## src/rtl/bsa_pkg.sv

```systemverilog
package bsa_pkg;

  typedef enum logic {
    MATCH_ONE = 1'b0,
    MATCH_TWO = 1'b1
  } match_mode_e;

  // Next slip offset within a span of positions, wrapping to zero.
  function automatic int unsigned bump_offset(input int unsigned cur,
                                              input int unsigned span);
    return (cur + 1 >= span) ? 0 : cur + 1;
  endfunction

endpackage

```

## src/rtl/bsa_slip_ctrl.sv

```systemverilog
module bsa_slip_ctrl #(
  parameter int DW    = 16,
  parameter int HOLD  = 2,
  localparam int OFF_W  = (DW > 1) ? $clog2(DW) : 1,
  localparam int HOLD_W = $clog2(HOLD + 1)
) (
  input  logic             clk,
  input  logic             rst,
  input  logic             slip_req,
  output logic [OFF_W-1:0] off_o,
  output logic             accept_o
);
  import bsa_pkg::*;

  logic              slip_d_q;
  logic [HOLD_W-1:0] hold_q;
  logic [OFF_W-1:0]  off_q;
  logic              slip_rise;
  logic              accept;

  assign slip_rise = slip_req & ~slip_d_q;
  assign accept    = slip_rise & (hold_q == '0);

  always_ff @(posedge clk) begin
    if (rst) begin
      slip_d_q <= 1'b0;
      hold_q   <= '0;
      off_q    <= '0;
    end else begin
      slip_d_q <= slip_req;
      if (accept) begin
        hold_q <= HOLD_W'(HOLD);
        off_q  <= OFF_W'(bump_offset(32'(off_q), DW));
      end else if (hold_q != '0) begin
        hold_q <= hold_q - 1'b1;
      end
    end
  end

  assign off_o    = off_q;
  assign accept_o = accept;


  offset_range_chk: assert property (@(posedge clk) disable iff (rst)
    32'(off_q) < DW);


  offset_step_chk: assert property (@(posedge clk) disable iff (rst)
    accept |=> (32'(off_q) == ((32'($past(off_q)) + 1) % DW)));


  offset_idle_chk: assert property (@(posedge clk) disable iff (rst)
    !accept |=> $stable(off_q));


  lockout_chk: assert property (@(posedge clk) disable iff (rst)
    accept |=> !accept);

endmodule

```

## src/rtl/bsa_shifter.sv

```systemverilog
module bsa_shifter #(
  parameter int DW = 16,
  localparam int OFF_W = (DW > 1) ? $clog2(DW) : 1
) (
  input  logic             clk,
  input  logic             rst,
  input  logic [DW-1:0]    din,
  input  logic [OFF_W-1:0] off_i,
  output logic [DW-1:0]    win_o,
  output logic [DW-1:0]    dout_o
);

  // Window that starts k bits before the first bit of the current word.
  function automatic logic [DW-1:0] window_at(input logic [DW-1:0] cur,
                                              input logic [DW-1:0] prev,
                                              input int k);
    logic [2*DW-1:0] pair;
    pair = {cur, prev};
    return pair[(DW - k) +: DW];
  endfunction

  logic [DW-1:0] hist_q;
  logic [DW-1:0] dout_q;
  logic [DW-1:0] cand [DW];
  logic [DW-1:0] win;

  for (genvar g = 0; g < DW; g++) begin : g_cand
    assign cand[g] = window_at(din, hist_q, g);
  end

  always_comb begin
    win = cand[0];
    for (int g = 1; g < DW; g++) begin
      if (32'(off_i) == g) win = cand[g];
    end
  end

  always_ff @(posedge clk) begin
    if (rst) begin
      hist_q <= '0;
      dout_q <= '0;
    end else begin
      hist_q <= din;
      dout_q <= win;
    end
  end

  assign win_o  = win;
  assign dout_o = dout_q;

  logic run_q;
  always_ff @(posedge clk) begin
    if (rst) run_q <= 1'b0;
    else     run_q <= 1'b1;
  end


  passthru_chk: assert property (@(posedge clk) disable iff (rst)
    (run_q && $past(off_i) == '0) |-> (dout_q == $past(din)));

endmodule

```

## src/rtl/bsa_pat_det.sv

```systemverilog
module bsa_pat_det #(
  parameter int DW = 16
) (
  input  logic            clk,
  input  logic            rst,
  input  logic [DW-1:0]   win_i,
  input  logic [DW-1:0]   last_i,
  input  logic [2*DW-1:0] cfg_pattern,
  input  bsa_pkg::match_mode_e mode_i,
  output logic            hit_o
);
  import bsa_pkg::*;

  logic          first_q;
  logic          hit_q;
  logic          match_one;
  logic          match_two;
  logic [DW-1:0] pat_lo;
  logic [DW-1:0] pat_hi;

  assign pat_lo    = cfg_pattern[DW-1:0];
  assign pat_hi    = cfg_pattern[2*DW-1:DW];
  assign match_one = (win_i == pat_lo);
  assign match_two = first_q && (last_i == pat_lo) && (win_i == pat_hi);

  always_ff @(posedge clk) begin
    if (rst) begin
      first_q <= 1'b0;
      hit_q   <= 1'b0;
    end else begin
      first_q <= 1'b1;
      hit_q   <= (mode_i == MATCH_TWO) ? match_two : match_one;
    end
  end

  assign hit_o = hit_q;

endmodule

```

## src/rtl/bitslip_aligner.sv

```systemverilog
module bitslip_aligner #(
  parameter int SYM_W     = 8,
  parameter bit DOUBLE    = 1'b1,
  parameter int SLIP_HOLD = 2,
  localparam int DW    = DOUBLE ? 2 * SYM_W : SYM_W,
  localparam int OFF_W = (DW > 1) ? $clog2(DW) : 1
) (
  input  logic            clk,
  input  logic            rst,
  input  logic [DW-1:0]   din,
  input  logic            slip_req,
  input  logic [2*DW-1:0] cfg_pattern,
  input  logic            cfg_two_word,
  output logic [DW-1:0]   dout,
  output logic            pat_hit
);
  import bsa_pkg::*;

  logic [OFF_W-1:0] slip_off;
  logic             slip_taken;
  logic [DW-1:0]    aligned_win;
  match_mode_e      det_mode;

  assign det_mode = cfg_two_word ? MATCH_TWO : MATCH_ONE;

  bsa_slip_ctrl #(.DW(DW), .HOLD(SLIP_HOLD)) u_ctrl (
    .clk      (clk),
    .rst      (rst),
    .slip_req (slip_req),
    .off_o    (slip_off),
    .accept_o (slip_taken)
  );

  bsa_shifter #(.DW(DW)) u_shift (
    .clk    (clk),
    .rst    (rst),
    .din    (din),
    .off_i  (slip_off),
    .win_o  (aligned_win),
    .dout_o (dout)
  );

  bsa_pat_det #(.DW(DW)) u_det (
    .clk         (clk),
    .rst         (rst),
    .win_i       (aligned_win),
    .last_i      (dout),
    .cfg_pattern (cfg_pattern),
    .mode_i      (det_mode),
    .hit_o       (pat_hit)
  );


  single_hit_chk: assert property (@(posedge clk) disable iff (rst)
    (pat_hit && !$past(cfg_two_word)) |-> (dout == $past(cfg_pattern[DW-1:0])));


  pair_hit_chk: assert property (@(posedge clk) disable iff (rst)
    (pat_hit && $past(cfg_two_word)) |->
      (dout == $past(cfg_pattern[2*DW-1:DW]) &&
       $past(dout) == $past(cfg_pattern[DW-1:0])));

endmodule

```

## config.mk

```make
export PLATFORM = sky130hd
export DESIGN_NAME = bitslip_aligner
export DESIGN_NICKNAME = d
export VERILOG_FILES = /design/src/rtl/bsa_pkg.sv /design/src/rtl/bsa_slip_ctrl.sv /design/src/rtl/bsa_shifter.sv /design/src/rtl/bsa_pat_det.sv /design/src/rtl/bitslip_aligner.sv
export SDC_FILE = /design/constraint.sdc
export NUM_CORES = 1
export LEC_CHECK = 0
export ABC_AREA = 1
export BUFFER_PORTS_ARGS = -buffer_cell sky130_fd_sc_hd__buf_2
export CORE_MARGIN = 10
export CORE_UTILIZATION = 47
export DETAILED_ROUTE_END_ITERATION = 8
export PLACE_DENSITY = 0.68
export RECOVER_POWER = 100
export SLEW_MARGIN = 25
export SYNTH_ARGS = -nofsm -noshare
export SYNTH_HDL_FRONTEND = slang
export SYNTH_SLANG_ARGS = --single-unit
export TNS_END_PERCENT = 5
```

## constraint.sdc

```tcl
create_clock -name clk -period 3.15 [get_ports clk]
set_input_delay 0.63 -clock clk [delete_from_list [all_inputs] [get_ports clk]]
set_output_delay 0.63 -clock clk [all_outputs]
set_load 0.01 [all_outputs]
```

==> impl_metrics.toml <==
[outcome]
status = "completed"

[power]
totalPowerFinal_mw = 2.02
irDropWorstVdd_mv = 0.225
p_per_area_mw_per_mm2 = 358
power.leakage_nw = 2.81

[finish]
nFillCells = 1070
n_antenna_cell = 0
multi_input_area_mm2 = 0.00344
drive_above_1_share_pct = 16.9
synthToLayoutAreaGrowth_pct = 20.7
fin_area_mm2 = 0.00564
final_common_cell = "nand2_1"
final_cell_mix = "347 x nand2_1, 144 x nand3_1, 83 x a21oi_1, 75 x inv_1, 54 x nor2_1"
nets = 1035
seqCellArea_um2 = 813

[setup_path]
crit_type = "reg -> reg"
reg2reg_depth = 26
worst_r2r_startpoint = "u_ctrl.off_o[0]"
crit_path_end_kind = "flip-flop"
cp-start-kind = "flip-flop"
required_ps = 3380
timing.rr.end = "u_det.hit_o"
reg2reg_slack_ps = 130
crit_arrival_ps = 3250
crit_path_max_fanout = 7

[cts]
cts.sinks = 40
clock_latency_ps = 300
htree_levels = 2
root_buffer = "clkbuf_8"
cts.path.max_buffers = 2
numCtsBuffers = 5
ctsHoldBuffers = 0
cts_tree = "built"
path_clk_slew_ps = 90

[min_path]
holdCritPathClass = "reg -> reg"
hold_end = "u_ctrl.hold_q[0]"
hold_path_depth = 1
min_from = "u_ctrl.hold_q[0]"

[synth]
synth_ff_type = "dfxtp_1"
ys_ff_latch = 40
syn_area_per_cell_um2 = 5.15
synthArstFlopShare_pct = 0
yosys_warnings = 0
yosysSeqAreaShare_pct = 17.1
synth_cell_types = 35
netlist_area_mm2 = 0.00467
synth-edff-count = 0
syn_inst = 907
synth_fp_nets = 963

[timing]
finalHoldViolCount = 0
timing.fmax_mhz = 331
rsz0062_at_grt = "true"
setup_violations = 0
skew_ps = 9.95
min_period_ps = 3020
min_period_over_period_pct = 96.0
maxSlewViolCount = 0
slew_headroom_pct = 45.9
worstMarginPinSlew_ps = 812

[global_route]
grt.overflow.total = 0
track_usage_pct = 23.9
grt_pass1_wl_um = 28900
grt_pass1_vias = 5576
grt_max_degree = 37
antenna_found_initial = 0

[detailed_routing]
routed_wirelength_um = 18400
vias = 6258
drt_first_pass_iters = 8
wl_per_cell_um = 16.5
drtIter0Drc = 933
ant_nets = 0
vias_per_cell = 5.62
post-route-drc-count = 0

[job]
drv_cap = 0

[floorplanning]
die-area_mm2 = 0.0143
floorplan.rows = 36
dieWidth_um = 120
pin_count = 69
design.core.area_mm2 = 0.00973
die_h_um = 120
start_util_pct = 48.0

[placement]
gp_congestion = 0.934
hpwl_um = 13200
place_area_mm2 = 0.00518
numPortBuffers = 68
## cells by family after synthesis
family                   Yosys count  synth area share, %
AO/OA/AOI/OAI                    119                 13.5
buffers and inverters            134                 11.9
AND/OR/NAND/NOR                  606                 55.6
adder cells (fa/ha/maj)            4                 1.07
XOR/XNOR                           4                0.750
flip-flops                        40                 17.1
## stage by stage
stage | TNS [ps] | util (%) | worst slack [ps] | hold slack [ps] | std cells
2_1_floorplan | 0 | - | 605 | 412 | 907
3_3_place_gp | 0 | 53.3 | 134 | 432 | 1088
3_5_place_dp | 0 | 53.3 | 98.2 | 435 | 1088
4_1_cts | 0 | 54.9 | 72.0 | 447 | 1096
5_1_grt | -93.6 | 58.0 | -93.6 | 479 | 1113
6_report | 0 | 58.0 | 126 | 447 | 1113
## cell usage after synthesis, types with 4 or more instances
| master | count | share of area [%] |
|---|---|---|
| nand2_1 | 361 | 29 |
| nand3_1 | 146 | 16 |
| a21oi_1 | 84 | 9.0 |
| inv_1 | 80 | 6.4 |
| nor2_1 | 63 | 5.1 |
| dfxtp_1 | 40 | 17 |
| clkbuf_1 | 27 | 2.2 |
| o21ai_0 | 14 | 1.5 |
| buf_2 | 12 | 1.3 |
| nand3b_1 | 12 | 1.9 |
| o21ai_1 | 7 | 0.75 |
| nand2_2 | 6 | 0.80 |
| buf_6 | 5 | 1.2 |
| inv_2 | 5 | 0.40 |
| o22ai_1 | 5 | 0.67 |
| ha_1 | 4 | 1.1 |
| or2_2 | 4 | 0.54 |
| xor2_1 | 4 | 0.75 |
## repair_timing
action,in CTS,in global routing
setup buffers,0,17
resized for setup,0,65
endpoints found under the setup margin,0,1
## sequential cells by signal, summed over array words and instances (netlist names)
register	flops
u_shift.hist_q	15
u_ctrl.slip_d_q	1
u_det.first_q	1
u_shift.dout_o	16
u_ctrl.off_o	4
u_ctrl.hold_q	2
u_det.hit_o	1
## layer usage
layer	GRT usage, %	wire, µm
met3	5.49	2290
met2	36.4	8080
met4	5.58	374
met1	33.4	7670
met5	0	0
## worst max-delay path by stage
stage	from	endpoint	slack, ps
after CTS	u_ctrl.off_o[1]	u_det.hit_o	70
after floorplan	u_ctrl.off_o[1]	u_det.hit_o	600
final	u_ctrl.off_o[0]	u_det.hit_o	130
after global routing	u_ctrl.off_o[0]	u_det.hit_o	-90
after global placement	u_ctrl.off_o[0]	u_det.hit_o	130
after detailed placement	u_ctrl.off_o[0]	u_det.hit_o	100
## worst max-delay path, cell delays in order (launching register included)
cell	delay (ps)
dfxtp_4	390
inv_4	80
ha_4	150
inv_4	40
nor2_4	130
clkinvlp_4	210
buf_6	180
buf_4	120
o21ai_1	60
inv_1	50
nand2_1	60
nand2_1	50
nand3_1	70
nand3_1	80
nand3_1	130
nand3_1	80
nand2_1	70
nand2_1	50
nand2_1	80
nand2_1	60
nand2_2	90
nand2_4	70
xor2_1	160
nand2_1	80
nor2_2	170
nand3_2	100
a21oi_2	130
## cell type report
| cell class | instances | area share, % |
|---|---|---|
| multi-input combinational | 733 | 61.0 |
| tap | 133 | 2.95 |
| inverter | 88 | 6.21 |
| clock buffer | 5 | 1.22 |
| sequential | 40 | 14.4 |
| timing repair buffer | 111 | 12.6 |
| clock inverter | 3 | 1.60 |
## power breakdown
part | internal (mW) | leakage [nW] | switching, mW
clock network | 0.397 | 0.0784 | 0.207
logic | 0.288 | 2.40 | 0.538
registers | 0.548 | 0.335 | 0.0432
(Power assumes the default switching activity.)
